===== src/rtl/bes_pkg.sv =====
package bes_pkg;
    localparam int CMD_W = 4;
    localparam int ST_W  = 4;
    localparam int WIN_W = 4;
    localparam int WORD_W = 32;

    localparam logic [ST_W-1:0] MST_LAST_LEGAL = 4'hA;
    localparam logic [ST_W-1:0] MST_UNKNOWN    = 4'hF;

    typedef enum logic {
        LK_OPEN = 1'b0,
        LK_HELD = 1'b1
    } lock_state_e;

    typedef struct packed {
        logic [CMD_W-1:0] cmd;
        logic             dac;
        logic [WIN_W-1:0] win;
    } dma_view_t;

    typedef struct packed {
        logic [CMD_W-1:0] cmd;
        logic             dac;
        logic [ST_W-1:0]  tgt;
        logic [ST_W-1:0]  mst;
    } bus_view_t;
endpackage


===== src/rtl/snap_lock_fsm.sv =====
module snap_lock_fsm
    import bes_pkg::*;
#(
    parameter int               ERR_W    = 12,
    parameter logic [ERR_W-1:0] DMA_MASK = 12'h20B,
    parameter logic [ERR_W-1:0] BUS_MASK = 12'h9E0
) (
    input  logic             clk,
    input  logic             rst,
    input  logic [ERR_W-1:0] err_vec,
    input  logic             err_clr,
    output logic             locked,
    output logic             capture
);
    localparam logic [ERR_W-1:0] CLASS_MASK = DMA_MASK | BUS_MASK;

    lock_state_e state_q, state_d;
    logic        trig;
    logic        stray;

    assign trig  = |(err_vec & CLASS_MASK);
    assign stray = |(err_vec & ~CLASS_MASK);

    always_comb begin
        state_d = state_q;
        unique case (state_q)
            LK_OPEN: if (trig) state_d = LK_HELD;
            LK_HELD: if (err_clr && !trig) state_d = LK_OPEN;
            default: state_d = LK_OPEN;
        endcase
    end

    always_ff @(posedge clk) begin
        if (rst) state_q <= LK_OPEN;
        else     state_q <= state_d;
    end

    always_comb begin
        locked  = 1'b0;
        capture = 1'b0;
        unique case (state_q)
            LK_OPEN: begin
                locked  = 1'b0;
                capture = trig;
            end
            LK_HELD: begin
                locked  = 1'b1;
                capture = trig && err_clr;
            end
            default: begin
                locked  = 1'b0;
                capture = 1'b0;
            end
        endcase
    end

    p_seize_r2: assert property (@(posedge clk) disable iff (rst)
        (!locked && trig) |=> locked);
    p_keep_r3: assert property (@(posedge clk) disable iff (rst)
        (locked && !err_clr) |=> locked);
    p_release_r4: assert property (@(posedge clk) disable iff (rst)
        (locked && err_clr && !trig) |=> !locked);
    p_reseize_r5: assert property (@(posedge clk) disable iff (rst)
        (locked && err_clr && trig) |=> locked);
    p_stray_r6: assert property (@(posedge clk) disable iff (rst)
        (!locked && stray && !trig) |=> !locked);
    p_idle_clear_r11: assert property (@(posedge clk) disable iff (rst)
        (!locked && !trig && err_clr) |=> !locked);
endmodule


===== src/rtl/snap_field_clean.sv =====
module snap_field_clean
    import bes_pkg::*;
(
    input  dma_view_t dma_raw,
    input  bus_view_t bus_raw,
    output dma_view_t dma_ok,
    output bus_view_t bus_ok
);
    logic [WIN_W:0] hot_cnt;

    always_comb begin
        hot_cnt = '0;
        for (int i = 0; i < WIN_W; i++) begin
            hot_cnt = hot_cnt + {{WIN_W{1'b0}}, dma_raw.win[i]};
        end
    end

    always_comb begin
        dma_ok = dma_raw;
        if (hot_cnt > 1) dma_ok.win = '0;
        bus_ok = bus_raw;
        if (bus_raw.mst > MST_LAST_LEGAL) bus_ok.mst = MST_UNKNOWN;
    end
endmodule


===== src/rtl/snap_word_pack.sv =====
module snap_word_pack
    import bes_pkg::*;
(
    input  dma_view_t          dma_v,
    input  bus_view_t          bus_v,
    output logic [WORD_W-1:0]  word
);
    always_comb begin
        word        = '0;
        word[28]    = bus_v.dac;
        word[27:24] = bus_v.cmd;
        word[23:20] = bus_v.tgt;
        word[19:16] = bus_v.mst;
        word[11:8]  = dma_v.win;
        word[5]     = dma_v.dac;
        word[3:0]   = dma_v.cmd;
    end
endmodule


===== src/rtl/bus_err_snapshot.sv =====
module bus_err_snapshot
    import bes_pkg::*;
#(
    parameter int               ERR_W    = 12,
    parameter logic [ERR_W-1:0] DMA_MASK = 12'h20B,
    parameter logic [ERR_W-1:0] BUS_MASK = 12'h9E0
) (
    input  logic              clk,
    input  logic              rst,
    input  logic [3:0]        dma_cmd,
    input  logic              dma_dac,
    input  logic [3:0]        dma_win,
    input  logic [3:0]        bus_cmd,
    input  logic              bus_dac,
    input  logic [3:0]        bus_tgt,
    input  logic [3:0]        bus_mst,
    input  logic [ERR_W-1:0]  err_vec,
    input  logic              err_clr,
    output logic [31:0]       snap_word,
    output logic              snap_locked
);
    dma_view_t dma_raw, dma_live, dma_q, dma_sel;
    bus_view_t bus_raw, bus_live, bus_q, bus_sel;
    logic      locked, capture;

    assign dma_raw = '{cmd: dma_cmd, dac: dma_dac, win: dma_win};
    assign bus_raw = '{cmd: bus_cmd, dac: bus_dac, tgt: bus_tgt, mst: bus_mst};

    snap_lock_fsm #(.ERR_W(ERR_W), .DMA_MASK(DMA_MASK), .BUS_MASK(BUS_MASK)) u_fsm (
        .clk     (clk),
        .rst     (rst),
        .err_vec (err_vec),
        .err_clr (err_clr),
        .locked  (locked),
        .capture (capture)
    );

    snap_field_clean u_clean (
        .dma_raw (dma_raw),
        .bus_raw (bus_raw),
        .dma_ok  (dma_live),
        .bus_ok  (bus_live)
    );

    always_ff @(posedge clk) begin
        if (rst) begin
            dma_q <= '0;
            bus_q <= '0;
        end else if (capture) begin
            dma_q <= dma_live;
            bus_q <= bus_live;
        end
    end

    assign dma_sel = locked ? dma_q : dma_live;
    assign bus_sel = locked ? bus_q : bus_live;

    snap_word_pack u_pack (
        .dma_v (dma_sel),
        .bus_v (bus_sel),
        .word  (snap_word)
    );

    assign snap_locked = locked;

    p_frozen_r3: assert property (@(posedge clk) disable iff (rst)
        (snap_locked && !err_clr) |=> $stable(snap_word));
    p_reserved_r8: assert property (@(posedge clk) disable iff (rst)
        (snap_word[31:29] == 3'b0) && (snap_word[15:12] == 4'b0)
        && (snap_word[7:6] == 2'b0) && !snap_word[4]);
    p_window_legal_r9: assert property (@(posedge clk) disable iff (rst)
        $onehot0(snap_word[11:8]));
    p_master_legal_r10: assert property (@(posedge clk) disable iff (rst)
        (snap_word[19:16] <= 4'hA) || (snap_word[19:16] == 4'hF));
endmodule


===== config.mk =====
export PLATFORM = sky130hd
export DESIGN_NAME = bus_err_snapshot
export DESIGN_NICKNAME = d
export VERILOG_FILES = /design/src/rtl/bes_pkg.sv /design/src/rtl/snap_lock_fsm.sv /design/src/rtl/snap_field_clean.sv /design/src/rtl/snap_word_pack.sv /design/src/rtl/bus_err_snapshot.sv
export SDC_FILE = /design/constraint.sdc
export NUM_CORES = 1
export LEC_CHECK = 0
export ABC_AREA = 1
export BUFFER_PORTS_ARGS = -buffer_cell sky130_fd_sc_hd__clkbuf_2
export CAP_MARGIN = 20
export CORE_MARGIN = 10
export CORE_UTILIZATION = 25
export DETAILED_ROUTE_END_ITERATION = 16
export GPL_TIMING_DRIVEN = 0
export HOLD_SLACK_MARGIN = 0.03
export MAX_ROUTING_LAYER = met4
export PLACE_DENSITY = 0.58
export SETUP_SLACK_MARGIN = 0.02
export SYNTH_ARGS = -nofsm -noshare
export SYNTH_HDL_FRONTEND = slang
export SYNTH_SLANG_ARGS = --single-unit

===== constraint.sdc =====
create_clock -name clk -period 1.2 [get_ports clk]
set_input_delay 0.18 -clock clk [delete_from_list [all_inputs] [get_ports clk]]
set_output_delay 0.18 -clock clk [all_outputs]
set_load 0.1 [all_outputs]

==> results.txt <==
The run finished, with violations left. The checks that failed: setup timing. Row generation in the floorplan step produced 28 rows. The initial standard-cell utilization of the core came out at 25.9%. The smallest clock period supported by the final layout is computed as 1540 ps. The number of buffers inserted by port buffering came out at 56. In the synthesized netlist, the cells that appear most often are sky130_fd_sc_hd__nand2_1, sky130_fd_sc_hd__nor2_1, sky130_fd_sc_hd__dfxtp_1. The number of CTS-inserted buffers came out at 3. The average footprint of a synthesized cell came out at 6.76 um2.

The area growth from synthesis to layout is 109%. For this run the aggregate overflow at the end of global routing stands at 0. The Yosys step of the flow raised 0 warnings. The worst hold slack is 228 ps. Counting tap cells, the placed design contains a total of 370 instances. The data required time at the worst endpoint is 1020 ps. The clock latency at the later pin of the worst-skew pair is 260 ps. The synthesized design spends more area on one cell type than any other, namely sky130_fd_sc_hd__dfxtp_1. The synthesized netlist devotes 8.37% of its cell area to compound gates. The met3 demand-to-capacity share in global routing is 3.14%. Hold repair after CTS inserted 0 buffers.

Summing the areas of all xor and xnor instances in the mapped netlist gives 0% of the synthesized area. Timing would allow up to 0.648 GHz. In the synthesized netlist, mux cells make up 0% of the area. The reported max-cap violation count came out at 0. For this run, the slowest stage of the critical path takes 260 ps. The type of the most critical hold path is in2reg. Counting flops with an async set or reset pin after synthesis yields a share of 0%. At the worst endpoint, the arrival time is 1360 ps.

Setup repair after global routing could not meet its margin everywhere. The post-placement setup slack is -697 ps. Clock tree synthesis found a total of 23 sinks. In this run the vertical extent of the chip is 98.8 um. The count of distinct cell types in the synthesized netlist came out at 21.

The number of H-tree levels is 1. The number of diodes is 0. For this run, design rule violations remaining after detail routing come to 0. The final layout net count came out at 353. The cell area that synthesis handed to floorplanning was 1550 um2.

The global-route met2 utilization is 17.3%. Power spread over the standard cell area amounts to 940 nW/um2. The initial antenna violation count came to 0. The aggregate global-route resource usage is 9.97%. The number of slew-limit violations in the final report is 0. The met1 global-route usage came out at 10.7%. In the post-synthesis netlist, the cell with the most instances is sky130_fd_sc_hd__nand2_1. The global routing stage identified its most utilized layer as met2.

After synthesis, the largest family of logic cells by area is simple AND/OR/NAND/NOR gates. The number of endpoints failing setup at the final stage is 44. The signal on the critical path passes through buf_8 -> ha_4 -> ha_4 -> nand2_2 -> nand2_2 -> clkinv_4 -> nand2_4 -> o21ai_4 -> clkbuf_16. Counting flops with a built-in enable in the synthesized netlist gives 0.

The proportion of netlist area held by the largest area contributor is 29.6%. After synthesis, the cell types taking the most area are sky130_fd_sc_hd__dfxtp_1, sky130_fd_sc_hd__nand2_1, sky130_fd_sc_hd__nand3_2. The clock-pin slew on the worst setup and hold paths is 80 ps. Detailed placement finished with a half-perimeter wire length of 3.46 mm. The number of global-route vias before repair came to 1696. The post-synthesis sequential element count came out at 23. The share of layout cells above drive strength 1 is 61.3%. The worst path uses 129% of the clock period. The number of vias per cell after detailed routing came out at 4.18. The analysis attributes to cell leakage a power of 1.63 nW. The total count of hold-check failures in the final report is 0. Among all stages on the critical path, the largest delay is contributed by sky130_fd_sc_hd__ha_4. The worst setup path is launched from an input port. The number of ports placed on the die boundary came out at 70. The number of cells in the finished layout apart from fillers is 388. The number of antenna-violating nets in the routed design came out at 0.

The detailed-route wire length came out at 5.01 mm. The number of vias after detailed routing came out at 1621. The gate count of the mapped netlist is 230. The type of destination of the critical path is an output port. The die width came out at 98.8 um. The filler cell count in the final layout is 536. Summing the areas of all and, or, nand and nor instances in the mapped netlist gives 43.1% of the synthesized area. The pin count of the biggest net entering global routing is 13. The final weighted congestion in routability-driven placement came out at 0.679.

The fraction of the core area covered by cells at the end of the flow is 54.2%. For this run, the leading register cell type out of synthesis is sky130_fd_sc_hd__dfxtp_1. The first-pass GRT wire length is 7.91 mm. For this block, the initial DRC count from the detailed router was 56. The worst setup margin came out at -344 ps. The number of buffers on the longest clock path is 2. The worst setup skew after layout is 2.21 ps. The critical path is of the in2out type. The synthesized-area fraction occupied by adder cells came out at 1.61%. The post-detailed-route wirelength per cell came out at 12.9 um. IR analysis of the VDD net gives a maximum drop of 487 uV.

Clock tree synthesis selected as its root buffer the cell sky130_fd_sc_hd__clkbuf_8. The first-pass detailed-route iteration total came out at 4. TritonCTS built the clock tree. The standard cell core area is 5990 um2. Of all nets on the critical path, the largest fanout is 4. The floorplan step defined a die boundary enclosing 9770 um2.

The post-synthesis sequential area ratio came out at 29.6%.
==> power by group <==
group          leakage [nW]  switching [mW]  internal, mW  total (mW)
Combinational          1.42            1.04         0.666        1.70
Clock                0.0228           0.244         0.237       0.481
Sequential            0.192          0.0525         0.820       0.872
Total                  1.63            1.33          1.72        3.05
==> cell type report <==
| cell class | count | area [um2] | share of cell area [%] |
|---|---|---|---|
| multi-input cells | 169 | 1320 | 40.6 |
| repair buffers | 70 | 951 | 29.3 |
| flip-flops and latches | 23 | 464 | 14.3 |
| plain buffers | 23 | 270 | 8.32 |
| inverters | 24 | 105 | 3.23 |
| well taps | 75 | 93.8 | 2.89 |
| clock buffers | 4 | 45.0 | 1.39 |
==> layer usage <==
layer	vias to the layer above	part of all wire, %
met5	-	0
met4	0	0.72
met3	2	6.1
met2	39	51
met1	725	42
li1	855	-
==> through the flow <==
step	power (mW)	setup TNS [ps]	area, um2
after floorplan	1.96	-10060	1990
after global placement	2.14	-9160	2360
after detailed placement	2.15	-9260	2360
after CTS	3.00	-9420	3100
after global routing	3.20	-12540	3250
final	3.05	-9550	3250
==> cells by family (layout without fill, tap and decap cells) <==
family / after synthesis / in the layout
compound gates: 26 / 26
other cells: 1 / 10
simple gates: 131 / 131
fa+ha+maj: 2 / 2
flops: 23 / 23
buf+inv: 47 / 121
==> flip-flops by register name, summed over array words and instances, names as in the netlist <==
register	count
bus_q	13
dma_q	9
u_fsm.state_q	1
==> worst max-delay path, delay by kind of cell <==
kind	cells	cell delay [ps]
buf+inv	3	400
compound gates	1	160
fa+ha+maj	2	450
simple gates	3	170
==> cell usage in the layout, fill, tap and decap left out, types with 2 or more instances in the layout <==
master and count:
sky130_fd_sc_hd__dfxtp_1 22, sky130_fd_sc_hd__a21oi_1 3, sky130_fd_sc_hd__clkbuf_2 31, sky130_fd_sc_hd__buf_2 2, sky130_fd_sc_hd__nor2_2 16, sky130_fd_sc_hd__inv_1 19, sky130_fd_sc_hd__inv_2 2, sky130_fd_sc_hd__nand3_1 3
sky130_fd_sc_hd__nand2_4 17, sky130_fd_sc_hd__buf_6 8, sky130_fd_sc_hd__clkbuf_16 26, sky130_fd_sc_hd__nor2_1 32, sky130_fd_sc_hd__ha_4 2, sky130_fd_sc_hd__buf_12 5, sky130_fd_sc_hd__nor2_4 4, sky130_fd_sc_hd__clkbuf_8 3
sky130_fd_sc_hd__conb_1 10, sky130_fd_sc_hd__nand2_1 30, sky130_fd_sc_hd__buf_8 5, sky130_fd_sc_hd__nand2_2 8, sky130_fd_sc_hd__o21ai_4 22, sky130_fd_sc_hd__buf_4 15, sky130_fd_sc_hd__nand3_2 20
==> worst paths after layout <==
check | startpoint | to | slack (ps) | cells past startpoint
worst min-delay path | rst | dma_q[0]$_SDFFE_PP0P_ | 230 | 4
worst max register to register | u_fsm.state_q$_SDFF_PP0_ | bus_q[9]$_SDFFE_PP0P_ | -190 | 9
worst min register to register | dma_q[6]$_SDFFE_PP0P_ | dma_q[6]$_SDFFE_PP0P_ | 480 | 2
worst max-delay path | dma_win[0] | snap_word[8] | -340 | 9
==> what timing repair did <==
action | 4_1_cts | 5_1_grt
gates resized for setup | 91 | 46
pin swaps | 32 | 26
buffers inserted | 7 | 1
endpoints found under the setup margin | 25 | 45
gates cloned | 5 | 2
Note: power is estimated with default switching activity, not from simulation.
